[config.mk]
export PLATFORM = sky130hd
export DESIGN_NAME = insn_branch_unit
export DESIGN_NICKNAME = d
export VERILOG_FILES = /design/src/rtl/ibu_pkg.sv /design/src/rtl/ibu_opdec.sv /design/src/rtl/ibu_cond.sv /design/src/rtl/ibu_nextpc.sv /design/src/rtl/insn_branch_unit.sv
export SDC_FILE = /design/constraint.sdc
export NUM_CORES = 1
export LEC_CHECK = 0
export ABC_AREA = 1
export BUFFER_PORTS_ARGS = -buffer_cell sky130_fd_sc_hd__buf_4
export CAP_MARGIN = 30
export CELL_PAD_IN_SITES_DETAIL_PLACEMENT = 0
export CELL_PAD_IN_SITES_GLOBAL_PLACEMENT = 1
export CORE_MARGIN = 4
export CORE_UTILIZATION = 38
export CTS_BUF_LIST = sky130_fd_sc_hd__clkbuf_4
export DETAILED_ROUTE_END_ITERATION = 10
export PLACE_DENSITY = 0.89
export SYNTH_ARGS = -nofsm -noshare
export SYNTH_HDL_FRONTEND = slang
export SYNTH_SLANG_ARGS = --single-unit
[constraint.sdc]
create_clock -name clk -period 1.11 [get_ports clk]
set_input_delay 0.222 -clock clk [delete_from_list [all_inputs] [get_ports clk]]
set_output_delay 0.222 -clock clk [all_outputs]
set_load 0.02 [all_outputs]
[src/rtl/ibu_pkg.sv]
package ibu_pkg;
  localparam int OP_W = 5;

  typedef enum logic [1:0] {
    CL_STORE = 2'd0,
    CL_ADDLD = 2'd1,
    CL_XFER  = 2'd2,
    CL_NONE  = 2'd3
  } iclass_e;

  typedef enum logic [2:0] {
    C_NEVER  = 3'd0,
    C_ALWAYS = 3'd1,
    C_ACNEG  = 3'd2,
    C_ACZERO = 3'd3,
    C_XRNZ   = 3'd4,
    C_LEVEL  = 3'd5,
    C_LRPOS  = 3'd6
  } cond_e;

  typedef struct packed {
    iclass_e cls;
    logic    idx;
    logic    nop;
    logic    mw;
    logic    aw;
    logic    lw;
    logic    xw_fix;
    logic    xw_take;
    cond_e   cond;
  } ctl_t;
endpackage

[src/rtl/ibu_opdec.sv]
module ibu_opdec
  import ibu_pkg::*;
(
  input  logic [OP_W-1:0] op,
  output ctl_t            ctl
);
  always_comb begin
    ctl = '{cls: CL_NONE, idx: 1'b0, nop: 1'b0, mw: 1'b0, aw: 1'b0,
            lw: 1'b0, xw_fix: 1'b0, xw_take: 1'b0, cond: C_NEVER};
    if (op <= 5'd6) begin
      ctl.cls = CL_STORE;
      ctl.mw  = 1'b1;
    end else if (op >= 5'd8 && op <= 5'd15) begin
      ctl.cls = CL_ADDLD;
    end else if (op >= 5'd16 && op <= 5'd23) begin
      ctl.cls = CL_XFER;
    end else begin
      ctl.nop = 1'b1;
    end
    case (op)
      5'd1, 5'd5, 5'd9, 5'd13, 5'd15, 5'd21: ctl.idx = 1'b1;
      default: ;
    endcase
    case (op)
      5'd3, 5'd8, 5'd9, 5'd14, 5'd15: ctl.aw = 1'b1;
      default: ;
    endcase
    case (op)
      5'd12, 5'd13: ctl.lw = 1'b1;
      default: ;
    endcase
    case (op)
      5'd10, 5'd11, 5'd18: ctl.xw_fix = 1'b1;
      5'd19:               ctl.xw_take = 1'b1;
      default: ;
    endcase
    case (op)
      5'd16:               ctl.cond = C_ACNEG;
      5'd17:               ctl.cond = C_ACZERO;
      5'd18, 5'd20, 5'd21: ctl.cond = C_ALWAYS;
      5'd19:               ctl.cond = C_XRNZ;
      5'd22:               ctl.cond = C_LEVEL;
      5'd23:               ctl.cond = C_LRPOS;
      default:             ctl.cond = C_NEVER;
    endcase
  end
endmodule

[src/rtl/ibu_cond.sv]
module ibu_cond
  import ibu_pkg::*;
#(
  parameter int WORD_W = 18,
  parameter int XR_W   = 14
) (
  input  cond_e             cond,
  input  logic [WORD_W-1:0] ac,
  input  logic              lr_sign,
  input  logic [XR_W-1:0]   xr,
  input  logic              ext_level,
  output logic              take
);
  logic ac_is_zero;
  logic xr_is_zero;

  assign ac_is_zero = (ac == '0) || (ac == '1);
  assign xr_is_zero = (xr == '0) || (xr == '1);

  always_comb begin
    case (cond)
      C_ALWAYS: take = 1'b1;
      C_ACNEG:  take = ac[WORD_W-1];
      C_ACZERO: take = ac_is_zero;
      C_XRNZ:   take = !xr_is_zero;
      C_LEVEL:  take = ext_level;
      C_LRPOS:  take = !lr_sign;
      default:  take = 1'b0;
    endcase
  end
endmodule

[src/rtl/ibu_nextpc.sv]
module ibu_nextpc #(
  parameter int ADDR_W = 13
) (
  input  logic [ADDR_W-1:0] pc,
  input  logic [ADDR_W-1:0] addr,
  input  logic [ADDR_W-1:0] xr_lo,
  input  logic              idx,
  input  logic              take,
  output logic [ADDR_W-1:0] npc
);
  logic [ADDR_W-1:0] target;
  logic [ADDR_W-1:0] seq;

  assign target = idx ? ADDR_W'(addr + xr_lo) : addr;
  assign seq    = ADDR_W'(pc + 1'b1);
  assign npc    = take ? target : seq;
endmodule

[src/rtl/insn_branch_unit.sv]
module insn_branch_unit
  import ibu_pkg::*;
#(
  parameter int WORD_W = 18,
  parameter int ADDR_W = 13
) (
  input  logic              clk,
  input  logic              rst_n,
  input  logic              dec_en,
  input  logic [WORD_W-1:0] instr,
  input  logic [ADDR_W-1:0] pc,
  input  logic [WORD_W-1:0] ac,
  input  logic              lr_sign,
  input  logic [ADDR_W:0]   xr,
  input  logic              ext_level,
  output logic [ADDR_W-1:0] next_pc,
  output logic              taken,
  output logic              two_cycle,
  output logic              indexed,
  output logic [1:0]        iclass,
  output logic              is_nop,
  output logic              mem_wr,
  output logic              ac_wr,
  output logic              lr_wr,
  output logic              xr_wr
);
  localparam int XR_W = ADDR_W + 1;

  logic [1:0] rst_pipe;
  logic       rst_s_n;

  always_ff @(posedge clk or negedge rst_n) begin
    if (!rst_n) rst_pipe <= 2'b00;
    else        rst_pipe <= {rst_pipe[0], 1'b1};
  end
  assign rst_s_n = rst_pipe[1];

  ctl_t              ctl;
  logic              take_c;
  logic [ADDR_W-1:0] npc_c;

  ibu_opdec u_opdec (
    .op  (instr[WORD_W-1 -: OP_W]),
    .ctl (ctl)
  );

  ibu_cond #(.WORD_W(WORD_W), .XR_W(XR_W)) u_cond (
    .cond      (ctl.cond),
    .ac        (ac),
    .lr_sign   (lr_sign),
    .xr        (xr),
    .ext_level (ext_level),
    .take      (take_c)
  );

  ibu_nextpc #(.ADDR_W(ADDR_W)) u_nextpc (
    .pc    (pc),
    .addr  (instr[ADDR_W-1:0]),
    .xr_lo (xr[ADDR_W-1:0]),
    .idx   (ctl.idx),
    .take  (take_c),
    .npc   (npc_c)
  );

  logic [ADDR_W-1:0] npc_d, npc_q;
  logic tk_d, tk_q, two_d, two_q, idx_d, idx_q, nop_d, nop_q;
  logic mw_d, mw_q, aw_d, aw_q, lw_d, lw_q, xw_d, xw_q;
  logic [1:0] cls_d, cls_q;

  always_comb begin
    npc_d = npc_q; tk_d = tk_q; two_d = two_q; idx_d = idx_q;
    nop_d = nop_q; cls_d = cls_q;
    mw_d = mw_q; aw_d = aw_q; lw_d = lw_q; xw_d = xw_q;
    if (dec_en) begin
      npc_d = npc_c;
      tk_d  = take_c;
      two_d = ((ctl.cls == CL_XFER) && !take_c) ||
              ((ctl.cls == CL_STORE) && ctl.idx);
      idx_d = ctl.idx;
      nop_d = ctl.nop;
      cls_d = ctl.cls;
      mw_d  = ctl.mw;
      aw_d  = ctl.aw;
      lw_d  = ctl.lw;
      xw_d  = ctl.xw_fix || (ctl.xw_take && take_c);
    end
  end

  always_ff @(posedge clk or negedge rst_s_n) begin
    if (!rst_s_n) begin
      npc_q <= '0; tk_q <= 1'b0; two_q <= 1'b0; idx_q <= 1'b0;
      nop_q <= 1'b1; cls_q <= CL_NONE;
      mw_q <= 1'b0; aw_q <= 1'b0; lw_q <= 1'b0; xw_q <= 1'b0;
    end else begin
      npc_q <= npc_d; tk_q <= tk_d; two_q <= two_d; idx_q <= idx_d;
      nop_q <= nop_d; cls_q <= cls_d;
      mw_q <= mw_d; aw_q <= aw_d; lw_q <= lw_d; xw_q <= xw_d;
    end
  end

  assign next_pc   = npc_q;
  assign taken     = tk_q;
  assign two_cycle = two_q;
  assign indexed   = idx_q;
  assign iclass    = cls_q;
  assign is_nop    = nop_q;
  assign mem_wr    = mw_q;
  assign ac_wr     = aw_q;
  assign lr_wr     = lw_q;
  assign xr_wr     = xw_q;


  taken_single_chk: assert property (@(posedge clk) disable iff (!rst_s_n)
    taken |-> !two_cycle);


  taken_class_chk: assert property (@(posedge clk) disable iff (!rst_s_n)
    taken |-> (iclass == CL_XFER));


  memwr_class_chk: assert property (@(posedge clk) disable iff (!rst_s_n)
    mem_wr |-> (iclass == CL_STORE));


  always_branch_chk: assert property (@(posedge clk) disable iff (!rst_s_n)
    (dec_en && ctl.cond == C_ALWAYS) |=> taken);


  nop_advance_chk: assert property (@(posedge clk) disable iff (!rst_s_n)
    (dec_en && ctl.nop) |=> (next_pc == ADDR_W'($past(pc) + 1'b1)));


  hold_chk: assert property (@(posedge clk) disable iff (!rst_s_n)
    !dec_en |=> ($stable(next_pc) && $stable(taken) && $stable(iclass)));
endmodule

Word-level counts from Yosys, hierarchy flattened
Memory sizes are Yosys's and may differ from the RTL's.
Cells that the tools add are included.

cells by class
  divide/modulo/power cells = 0
  eq/ne operators = 23
  magnitude comparators = 5
  bitwise gates (word level) = 0
  multipliers = 0
  add/subtract/negate cells = 2
  shifts and indexed selects = 0
  reduce and logical (&&, ||, !) cells = 19
  multiplexer cells = 15

operator list
  operator                 count
  $eq A5 B4 Y1 const B     8
  $mux W13                 2
  $eq A18 B18 Y1 const B   1
  $logic_not A18 Y1        1
  $eq A5 B5 Y1 const B     3
  $eq A14 B14 Y1 const B   1
  $logic_not A14 Y1        1
  $add A13 B1 Y13 const B  1
  $add A13 B13 Y13         1
  $mux W1                  10
  $eq A3 B3 Y1 const B     3
  $eq A3 B2 Y1 const B     2
  $pmux W1 S6              1
  $reduce_or A6 Y1         1
  $eq A5 B1 Y1 const B     1
  $eq A5 B2 Y1 const B     1
  $eq A5 B3 Y1 const B     1
  $ge A5 B4 Y1 const B     1
  $ge A5 B5 Y1 const B     1
  $le A5 B3 Y1 const B     1
  $le A5 B4 Y1 const B     1
  $le A5 B5 Y1 const B     1
  $logic_and A1 B1 Y1      5
  $reduce_or A5 Y1         1
  other kinds (8)          14

storage, ports and cells
  RAM bits = 0
  register bits after elaboration = 25
  bits in latches = 0
  ROM bits = 96
  memories = 1
  output and inout port bits = 23

memory list
  name             depth  width  read ports  clocked after Yosys merged registers in  write ports  RTL line         source
  (no name shown)  32     3      1           0                                        0            ibu_opdec.sv:37  case (op)

Logic depth before layout (Yosys ltp)
Gate-level depths: netlist of run 1.

  word-level depth = 8
  mapped depth = 14

Cells and area by module
A second synthesis of run 1 with hierarchy kept.

second synthesis, totals
  cells, all modules = 463
  area, all modules = 2752.6 um^2

modules (own cells, without submodules)
  module            cells an instance  area an instance (um^2)  instances
  ibu_nextpc        240                1226.2                   1
  insn_branch_unit  103                943.4                    1
  ibu_opdec         56                 301.5                    1
  ibu_cond          64                 281.5                    1

Worst setup path before layout of run 1
OpenSTA, ideal clock, no wires.

  kind = input-to-reg
  start point = in instr[0]
  end point = reg npc_q[8] (netlist: next_pc[8])
  setup slack = -0.522 ns
  arrival = 1.514 ns
  path buffers = 0
  cell stages on the path = 12
  path through = ha_1 > fa_1 > nand3_1 > nand3_1 > nand2_1 > nand2_1 > nand2_1 > nand3_1 > o21ai_0 > nand2_1 > nand3_1 > nand2_1

on the way
  cells in the longest elaborated chain, start to end = 3

RTL lines
  item                  RTL line                source
  from (decl)           insn_branch_unit.sv:10  input logic [WORD_W-1:0] instr,
  $add A13 B13 Y13      ibu_nextpc.sv:14        assign target = idx ? ADDR_W'(addr + xr_lo) : addr;
  $mux W13              ibu_nextpc.sv:14
  $mux W13              ibu_nextpc.sv:16        assign npc = take ? target : seq;
  to (signal assigned)  insn_branch_unit.sv:95  npc_q <= npc_d; tk_q <= tk_d; two_q <= two_d; idx_q <= idx_d;
  to (decl)             insn_branch_unit.sv:65  logic [ADDR_W-1:0] npc_d, npc_q;

Every way passes these cells.
A chain may end at the register's enable or synchronous reset.

Worst setup path after layout of run 1
  start point = in instr[13]
  end point = reg npc_q[9] (netlist: next_pc[9])

on the way
  cells in the longest elaborated chain, start to end = 5
  elaborated cells on any way between the ends = 18
  classes of those cells = eq/ne: 12; mux: 4; reduce/logical: 1; memory: 1

RTL lines
  item                                                                    RTL line
  parallel branches: the longest is 4 deep, another holds $mem_v2 Z32 W3  n/a
  $mux W13 *                                                              ibu_nextpc.sv:16

Every way passes the cells marked *.

==> summary.md, run 1 <==
| Metric | Value |
|---|---|
| Antenna cells | `0` |
| Fin area | `around 0.0047 mm²` |
| Type of the most critical hold path | `input pin to asynchronous set/reset pin` |
| Drt via density | `4.76` |
| Placed Area | `between 0.004 and 0.005 mm²` |
| Data arrival, critical path | `1650 ps` |
| Synth area leaders | `nand2_1 24%, dfrtp_1 20%, nand3_1 8.9%` |
| Core Rows | `31` |
| Final nets | `740` |
| Total grt overflow | `0` |
| Layout Utilization | `between 60% and 70%` |
| H-tree levels | `1` |
| Cell Count Post-Placement | `730` |
| DRC violations left | `0` |
| Max reg flops | `13` |
| Iter 0 DRT Violations | `137` |
| Routed len/inst | `around 12 µm` |
| RR Startpoint | `next_pc[7]$_DFFE_PN0P_` |
| Static Leak | `roughly 2.5 nW` |
| Vias in the first global route | `between 3k and 4k` |
| Fin. max-slew vios | `0` |
| CTS clk-pin slew, worst paths | `between 100 and 150 ps` |
| CTS tree | `done` |
| Final setup violating endpoints | `34` |
| Starting Density | `between 30% and 40%` |
| RSZ-0062 raised after global routing | `yes` |
| Post-Syn Instances | `between 400 and 500` |
| # IOs | `slightly above 90` |
| First-pass GRT wire length | `between 10000 and 15000 µm` |
| Failing checks | `setup timing` |
| Maximum VDD drop | `428 µV` |
| Filler Cells Inserted | `just under 700` |
| Non-Filler Instances | `751` |
| Critical Path RT | `around 1400 ps` |
| Fin crit period | `~1400 ps` |
| Routability congestion estimate | `~0.9` |
| Die area | `0.00884 mm²` |
| Clock Skew | `between 4 and 5 ps` |
| Syn Area/Cell | `between 5 and 6 µm²` |
| Sequential area share after synthesis | `22.4%` |
| Worst setup path startpoint | `instr[13]` |
| Startpoint Class | `input pin` |
| Status | `complete, but fails checks` |
| CTS root buf | `clkbuf_4` |
| Post-DRT Antenna Nets | `0` |
| Share of layout cells above drive strength 1 | `37.9%` |
| CTS sink cnt | `25` |
| Clock Latency Late Sink | `roughly 330 ps` |
| Post-synth cell types | `36` |
| PD cells | `about 750 mW/mm²` |
| CTS max path bufs | `2` |
| Yosys reg bits | `25` |
| Core Region | `0.00721 mm²` |
| Total Wirelength | `between 9000 and 10000 µm` |
| Vias | `around 3.6k` |
| Critical path type | `input pin to flop` |
| Setup ws final | `-295 ps` |
| Die X | `between 90 and 100 µm` |
| Final Hold Fails | `0` |
| Syn Std Cell Area | `~0.0028 mm²` |
| Area Overhead vs Synth | `66.1%` |
| Top cell type's share of synthesized area | `between 20% and 30%` |
| Drt pass-1 iters | `4` |
| Final period utilization | `127%` |
| Max capacitance violation total | `0` |
| CTS buffer count | `3` |
| Total GRT Usage | `20.5%` |
| Detailed Place HPWL | `about 7500 µm` |
| Initial antenna violation count | `0` |
| Crit end category | `flop` |
| F_max | `around 0.71 GHz` |
| Chip Height | `~94 µm` |
| Area leader, netlist | `nand2_1` |
| Yosys warns | `0` |
| Post-synth net total | `560` |
| Setup TNS | `-4170 ps` |
| Worst Path Max Fanout | `17` |
| Port Buffers | `90` |
| Largest net degree at the start of global routing | `18` |
[Yosys cell counts]
cell type / count
nand2_1: 180
nor2_1: 54
inv_1: 53
nand3_1: 50
dfrtp_1: 22
ha_1: 18
o21ai_0: 11
nand4_1: 10
or2_2: 7
xor2_1: 7
a21oi_1: 6
nor3_1: 6
xnor2_1: 5
clkbuf_1: 4
inv_2: 4
nand2_2: 4
o211ai_1: 4
dfstp_2: 3
a21o_1: 2
a21oi_2: 2
buf_4: 2
buf_6: 2
mux2i_1: 2
nand3_2: 2
o21bai_1: 2
a21boi_1: 1
a31oi_1: 1
a41oi_1: 1
and2_0: 1
buf_2: 1
conb_1: 1
fa_1: 1
nor2_2: 1
nor2_4: 1
nor3b_1: 1
o41ai_1: 1
[metal layers]
layer  global-route usage (%)  vias to the layer above  routed length (µm)
li1                         -                     1861                   -
met1                     26.1                     1595                4000
met2                     37.1                      105                4710
met3                     2.32                       14                 527
met4                     4.09                        0                 120
met5                        0                        -                   0
[through the flow]
stage	worst slack [ps]	hold slack, ps	total power, mW
2_1_floorplan	-363	-73.6	1.98
3_3_place_gp	-683	5.18	2.79
3_5_place_dp	-701	6.83	2.81
4_1_cts	-229	185	3.45
5_1_grt	-368	157	3.77
6_report	-295	183	3.50
[what timing repair did]
action	CTS	global route
gates resized for setup	53	12
gates cloned	1	1
pin swaps	18	7
buffers inserted	10	5
hold endpoints to repair	2	0
setup endpoints to repair	41	41
hold buffers	1	0
[layout make-up]
type,instances,area (µm²),area share [%]
flip-flops and latches,25,629,13.5
inverters,57,231,4.96
multi-input cells,384,2140,45.9
well taps,99,124,2.65
clock buffers,3,22.5,0.482
clock inverters,1,7.51,0.161
repair buffers,182,1510,32.4
[layout by cell type (no fill, tap or decap), types with 2 or more instances in the layout]
cell type / count
inv_2: 7
nor2_4: 3
nand2_2: 11
xor2_1: 7
nand4_1: 10
ha_1: 12
inv_1: 48
buf_8: 2
nand3_1: 42
buf_12: 3
o21ai_1: 2
buf_6: 24
clkbuf_4: 3
a21oi_2: 3
nand3_4: 4
o21bai_1: 2
dfstp_2: 3
ha_4: 6
nor3_1: 6
xnor2_1: 5
nand2_4: 3
dfrtp_1: 22
nand3_2: 7
nor2_1: 51
o211ai_1: 4
a21o_1: 2
mux2i_1: 2
a21oi_1: 5
buf_4: 152
nand2_1: 170
or2_2: 7
nor2_2: 3
o21ai_0: 8
[cell families (layout without fill, tap and decap cells)]
family | count (synthesis) | after routing | share of synthesized area, %
buffers and inverters | 66 | 243 | 9.66
other | 1 | 1 | 0.133
adders and majority gates | 19 | 19 | 8.73
and+or+nand+nor | 317 | 319 | 47.7
muxes | 2 | 2 | 0.712
xor gates and xnor gates | 12 | 12 | 3.74
AOI/OAI and AO/OA | 31 | 31 | 6.90
DFF | 25 | 25 | 22.4
[critical path: stages]
cell	delay, ps
buf_12	120
buf_4	120
ha_1	220
nand2_1	90
nand3_2	90
buf_12	160
or2_2	300
nand2_2	90
nand2_1	70
nand3_1	90
nand2_1	50
[power by group]
| part | switching [mW] | total, mW | leakage, nW | internal (mW) |
|---|---|---|---|---|
| Sequential | 0.0890 | 1.12 | 0.301 | 1.03 |
| Clock | 0.297 | 0.435 | 0.0139 | 0.138 |
| Combinational | 0.957 | 1.95 | 2.20 | 0.995 |
| Total | 1.34 | 3.50 | 2.51 | 2.16 |
[final timing paths]
kind                                      endpoint  slack (ps)  cells after the start
min in group clk           next_pc[12]$_DFFE_PN0P_         230                      5
max reg2reg                 next_pc[7]$_DFFE_PN0P_         240                      4
max in group asynchronous  next_pc[10]$_DFFE_PN0P_         690                      1
max                         next_pc[9]$_DFFE_PN0P_        -300                     11
min reg2reg                  two_cycle$_DFFE_PN0P_         190                      1
min                          rst_pipe[1]$_DFF_PN0_         180                      2
Note: power is estimated with default switching activity, not from simulation.
==> inputs of run 2 (changes only) <==
--- a/config.mk
+++ b/config.mk
@@ -7,14 +7,15 @@
 export LEC_CHECK = 0
 export ABC_AREA = 1
 export BUFFER_PORTS_ARGS = -buffer_cell sky130_fd_sc_hd__buf_4
-export CAP_MARGIN = 30
+export CAP_MARGIN = 20
 export CELL_PAD_IN_SITES_DETAIL_PLACEMENT = 0
 export CELL_PAD_IN_SITES_GLOBAL_PLACEMENT = 1
 export CORE_MARGIN = 4
-export CORE_UTILIZATION = 38
+export CORE_UTILIZATION = 35
 export CTS_BUF_LIST = sky130_fd_sc_hd__clkbuf_4
 export DETAILED_ROUTE_END_ITERATION = 10
-export PLACE_DENSITY = 0.89
+export PLACE_DENSITY = 0.84
 export SYNTH_ARGS = -nofsm -noshare
 export SYNTH_HDL_FRONTEND = slang
+export SYNTH_HIERARCHICAL = 1
 export SYNTH_SLANG_ARGS = --single-unit
==> constraint.sdc (replaced) <==
create_clock -name clk -period 1.3 [get_ports clk]
set_input_delay 0.26 -clock clk [delete_from_list [all_inputs] [get_ports clk]]
set_output_delay 0.26 -clock clk [all_outputs]
set_load 0.02 [all_outputs]
==> summary.md, run 2 <==
| Metric | Value |
|---|---|
| Status | `complete, but fails checks` |
| Failing checks | `setup timing` |
| R2R setup slack | `550 ps (+310 ps)` |
| Final period utilization | `137%` |
| Die X | `96.7 µm (+2.9%)` |
| Sequential area share after synthesis | `22.9% (+0.47 points)` |
| Critical Path Stages | `15 (+4)` |
| Drt pass-1 iters | `4 (unchanged)` |
| CTS clk-pin slew, worst paths | `130 ps (about the same)` |
| Core Region | `0.00769 mm² (+6.6%)` |
| Clock Power Share | `12.6% (+0.2 points)` |
| Cell Chain, Critical Path | `buf_8, inv_6, ha_4, o21ai_2, nor3_2, inv_1, nand2_2, nor2_1, a22oi_1, nand4_1, buf_6, buf_6, o32ai_4, nand2_1, nand2_1` |
| CP delay by family, top | `simple AND/OR/NAND/NOR gates` |
| Synth area leaders | `nand2_1 24%, dfrtp_1 20%, nor2_1 10%` |
| PD cells | `642 mW/mm² (-14%)` |
| Leading cell type in the layout, fill and taps excluded | `nand2_1` |
| Syn Std Cell Area | `0.00275 mm² (-2.0%)` |
| Drt via density | `4.57 (-3.9%)` |
| Static Leak | `2.33 nW (-7.2%)` |
| Max capacitance violation total | `0 (unchanged)` |
| Max reg flops | `13 (unchanged)` |
| Startpoint Class | `input pin` |
| Final setup violating endpoints | `17 (-50%)` |
| Top cell type's share of synthesized area | `23.7% (-0.32 points)` |
| CP max stage delay | `250 ps (-50 ps)` |
| Cell Int Power | `1.76 mW (-18%)` |
| Post-Syn Instances | `463 (-2.1%)` |
| Critical path type | `input pin to flop` |
| Routed len/inst | `12.2 µm (-2.4%)` |
| Initial antenna violation count | `0 (unchanged)` |
| Total grt overflow | `0 (unchanged)` |
| Core Rows | `32 (+3.2%)` |
| Routability congestion estimate | `0.913 (-1.1%)` |
| CTS root buf | `clkbuf_4` |
| Chip Height | `96.7 µm (+2.9%)` |
| Final Hold Fails | `0 (unchanged)` |
| Detailed Place HPWL | `7150 µm (-4.5%)` |
| Critical Path RT | `1560 ps (+210 ps)` |
| Crit path max-delay cell type | `ha_4` |
| Count leader, synth | `nand2_1` |
| GR peak layer | `met2` |
| Final nets | `710 (-4.1%)` |
| Setup ws final | `-481 ps (-186 ps)` |
| Yosys reg bits | `25 (unchanged)` |
| Worst Path Max Fanout | `5 (-12)` |
| RR Startpoint | `iclass[0]$_DFFE_PN1P_` |
| Largest net degree at the start of global routing | `24 (+6)` |
| # IOs | `91 (unchanged)` |
| Commonest cells after routing, fill and taps aside | `169 x nand2_1, 149 x buf_4, 73 x nor2_1` |
| Fin. max-slew vios | `0 (unchanged)` |
| Type of the most critical hold path | `flop to asynchronous set/reset pin` |
| Post-DRT Antenna Nets | `0 (unchanged)` |
| Net Sw Frac | `38.1% (-0.22 points)` |
| Buf/Inv on CP | `5 (+2)` |
| Post-synth cell types | `41 (+14%)` |
| Top_reg_cell synth | `dfrtp_1` |
| P_sw | `1.09 mW (-19%)` |
| Grt met3 use | `1.51% (-0.81 points)` |
| Post-synth net total | `550 (-1.8%)` |
| Hold slack final | `238 ps (+55.5 ps)` |
| GR met1 Demand/Resource | `26.6% (+0.46 points)` |
| Vias | `3311 (-7.4%)` |
| Layout Utilization | `57.7% (-7.0 points)` |
| Routing usage on met2 | `30.1% (-6.9 points)` |
| Flop pwr share | `32.5% (+0.6 points)` |
| Reg2reg path depth | `2 (-2)` |
| Final Total Pwr | `2.85 mW (-19%)` |
| DRC violations left | `0 (unchanged)` |
| Port Buffers | `90 (unchanged)` |
| Fin crit period | `1780 ps` |
| Number of flops mapped to enable cells by yosys | `0 (unchanged)` |
| Data arrival, critical path | `2040 ps (+390 ps)` |
| R2r endpoint | `iclass[0]$_DFFE_PN1P_` |
| Crit end category | `flop` |
| Synth top cells by count | `174 x nand2_1, 74 x nor2_1, 45 x inv_1` |
| Vias in the first global route | `3229 (-6.6%)` |
| Total GRT Usage | `18.4% (-2.1 points)` |
| Syn Area/Cell | `5.95 µm² (about the same)` |
| Clock Skew | `1.51 ps (-3.14 ps)` |
| Antenna cells | `0 (unchanged)` |
| First-pass GRT wire length | `14900 µm (+1.1%)` |
| RSZ-0062 raised after global routing | `yes` |
| Clock Latency Late Sink | `310 ps (-20 ps)` |
| Maximum VDD drop | `363 µV (-15%)` |
| Total Wirelength | `8810 µm (-5.9%)` |
| Yosys warns | `6 (+6)` |
| Starting Density | `35.8% (-3.1 points)` |
| Area Overhead vs Synth | `61.2%` |
| CTS max path bufs | `2 (unchanged)` |
| Async SR Flop Fraction | `100% (unchanged)` |
| CTS sink cnt | `25 (unchanged)` |
| CTS tree | `done` |
| Share of layout cells above drive strength 1 | `36.8% (-1.1 points)` |
| H-tree levels | `1 (unchanged)` |
| Area leader, netlist | `nand2_1` |
| Gate power share | `55.0% (-0.7 points)` |
| CTS buffer count | `3 (unchanged)` |
| Iter 0 DRT Violations | `128 (-6.6%)` |
| Die area | `0.00935 mm² (+5.8%)` |
| F_max | `0.561 GHz` |
-- run 2: logic make-up (layout without fill, tap and decap cells) --
group                    count (synthesis)  after routing  share of synthesized area, %
adder cells (fa/ha/maj)                 19             19                          8.91
flip-flops                              25             25                          22.9
buffers and inverters                   59            218                          8.82
other                                    1              1                         0.136
XOR/XNOR                                 8              8                          2.55
AO/OA/AOI/OAI                           39             39                          8.27
AND/OR/NAND/NOR                        312            312                          48.5
-- run 2: layer usage --
metal  vias to the layer above  part of all wire (%)
li1                       1791                     -
met3                         6                   3.6
met2                        73                    47
met4                         0                  0.84
met5                         -                     0
met1                      1441                    48
-- run 2: worst register-to-register path: cells and delay by family (launching register included) --
family           cells  cell delay [ps]
AND/OR/NAND/NOR      2              140
flip-flops           1              560
-- run 2: how the worst max path moves through the flow --
stage                                    endpoint  slack (ps)  startpoint
after floorplan           next_pc[10]$_DFFE_PN0P_        -670   instr[13]
after CTS                  next_pc[3]$_DFFE_PN0P_        -450   instr[13]
final                      next_pc[3]$_DFFE_PN0P_        -480   instr[14]
after global routing       next_pc[3]$_DFFE_PN0P_        -580   instr[13]
after global placement     next_pc[6]$_DFFE_PN0P_        -870   instr[13]
after detailed placement   next_pc[5]$_DFFE_PN0P_        -940   instr[13]
-- run 2: cell type report --
cell class / count / area (µm²)
fill: 783 / 3250
multi-input combinational: 379 / 2090
timing repair buffer: 164 / 1340
sequential: 25 / 629
inverter: 50 / 228
tap: 102 / 128
clock buffer: 4 / 30.0
-- run 2: what timing repair did --
item,4_1_cts,5_1_grt
hold endpoints to repair,2,0
cloned,1,1
hold buffers,1,0
endpoints found under the setup margin,16,17
pin swaps,13,16
buffers inserted,2,7
resized for setup,34,32
-- run 2: power by group through the flow --
stage	combinational [mW]	sequential, mW	clock (mW)
after global routing	1.74	0.940	0.408
after global placement	1.39	0.939	0
after detailed placement	1.40	0.940	0
after floorplan	0.614	1.06	0
final	1.57	0.925	0.358
after CTS	1.48	0.925	0.375
-- run 2: per-stage QoR --
stage | instances | setup TNS [ps] | instance area, µm² | setup slack [ps]
global placement | 710 | -13550 | 4050 | -870
detailed placement | 710 | -14860 | 4050 | -944
CTS | 718 | -5980 | 4240 | -446
finish | 724 | -6580 | 4440 | -481
floorplan | 463 | -9260 | 2820 | -667
global route | 724 | -8560 | 4440 | -577
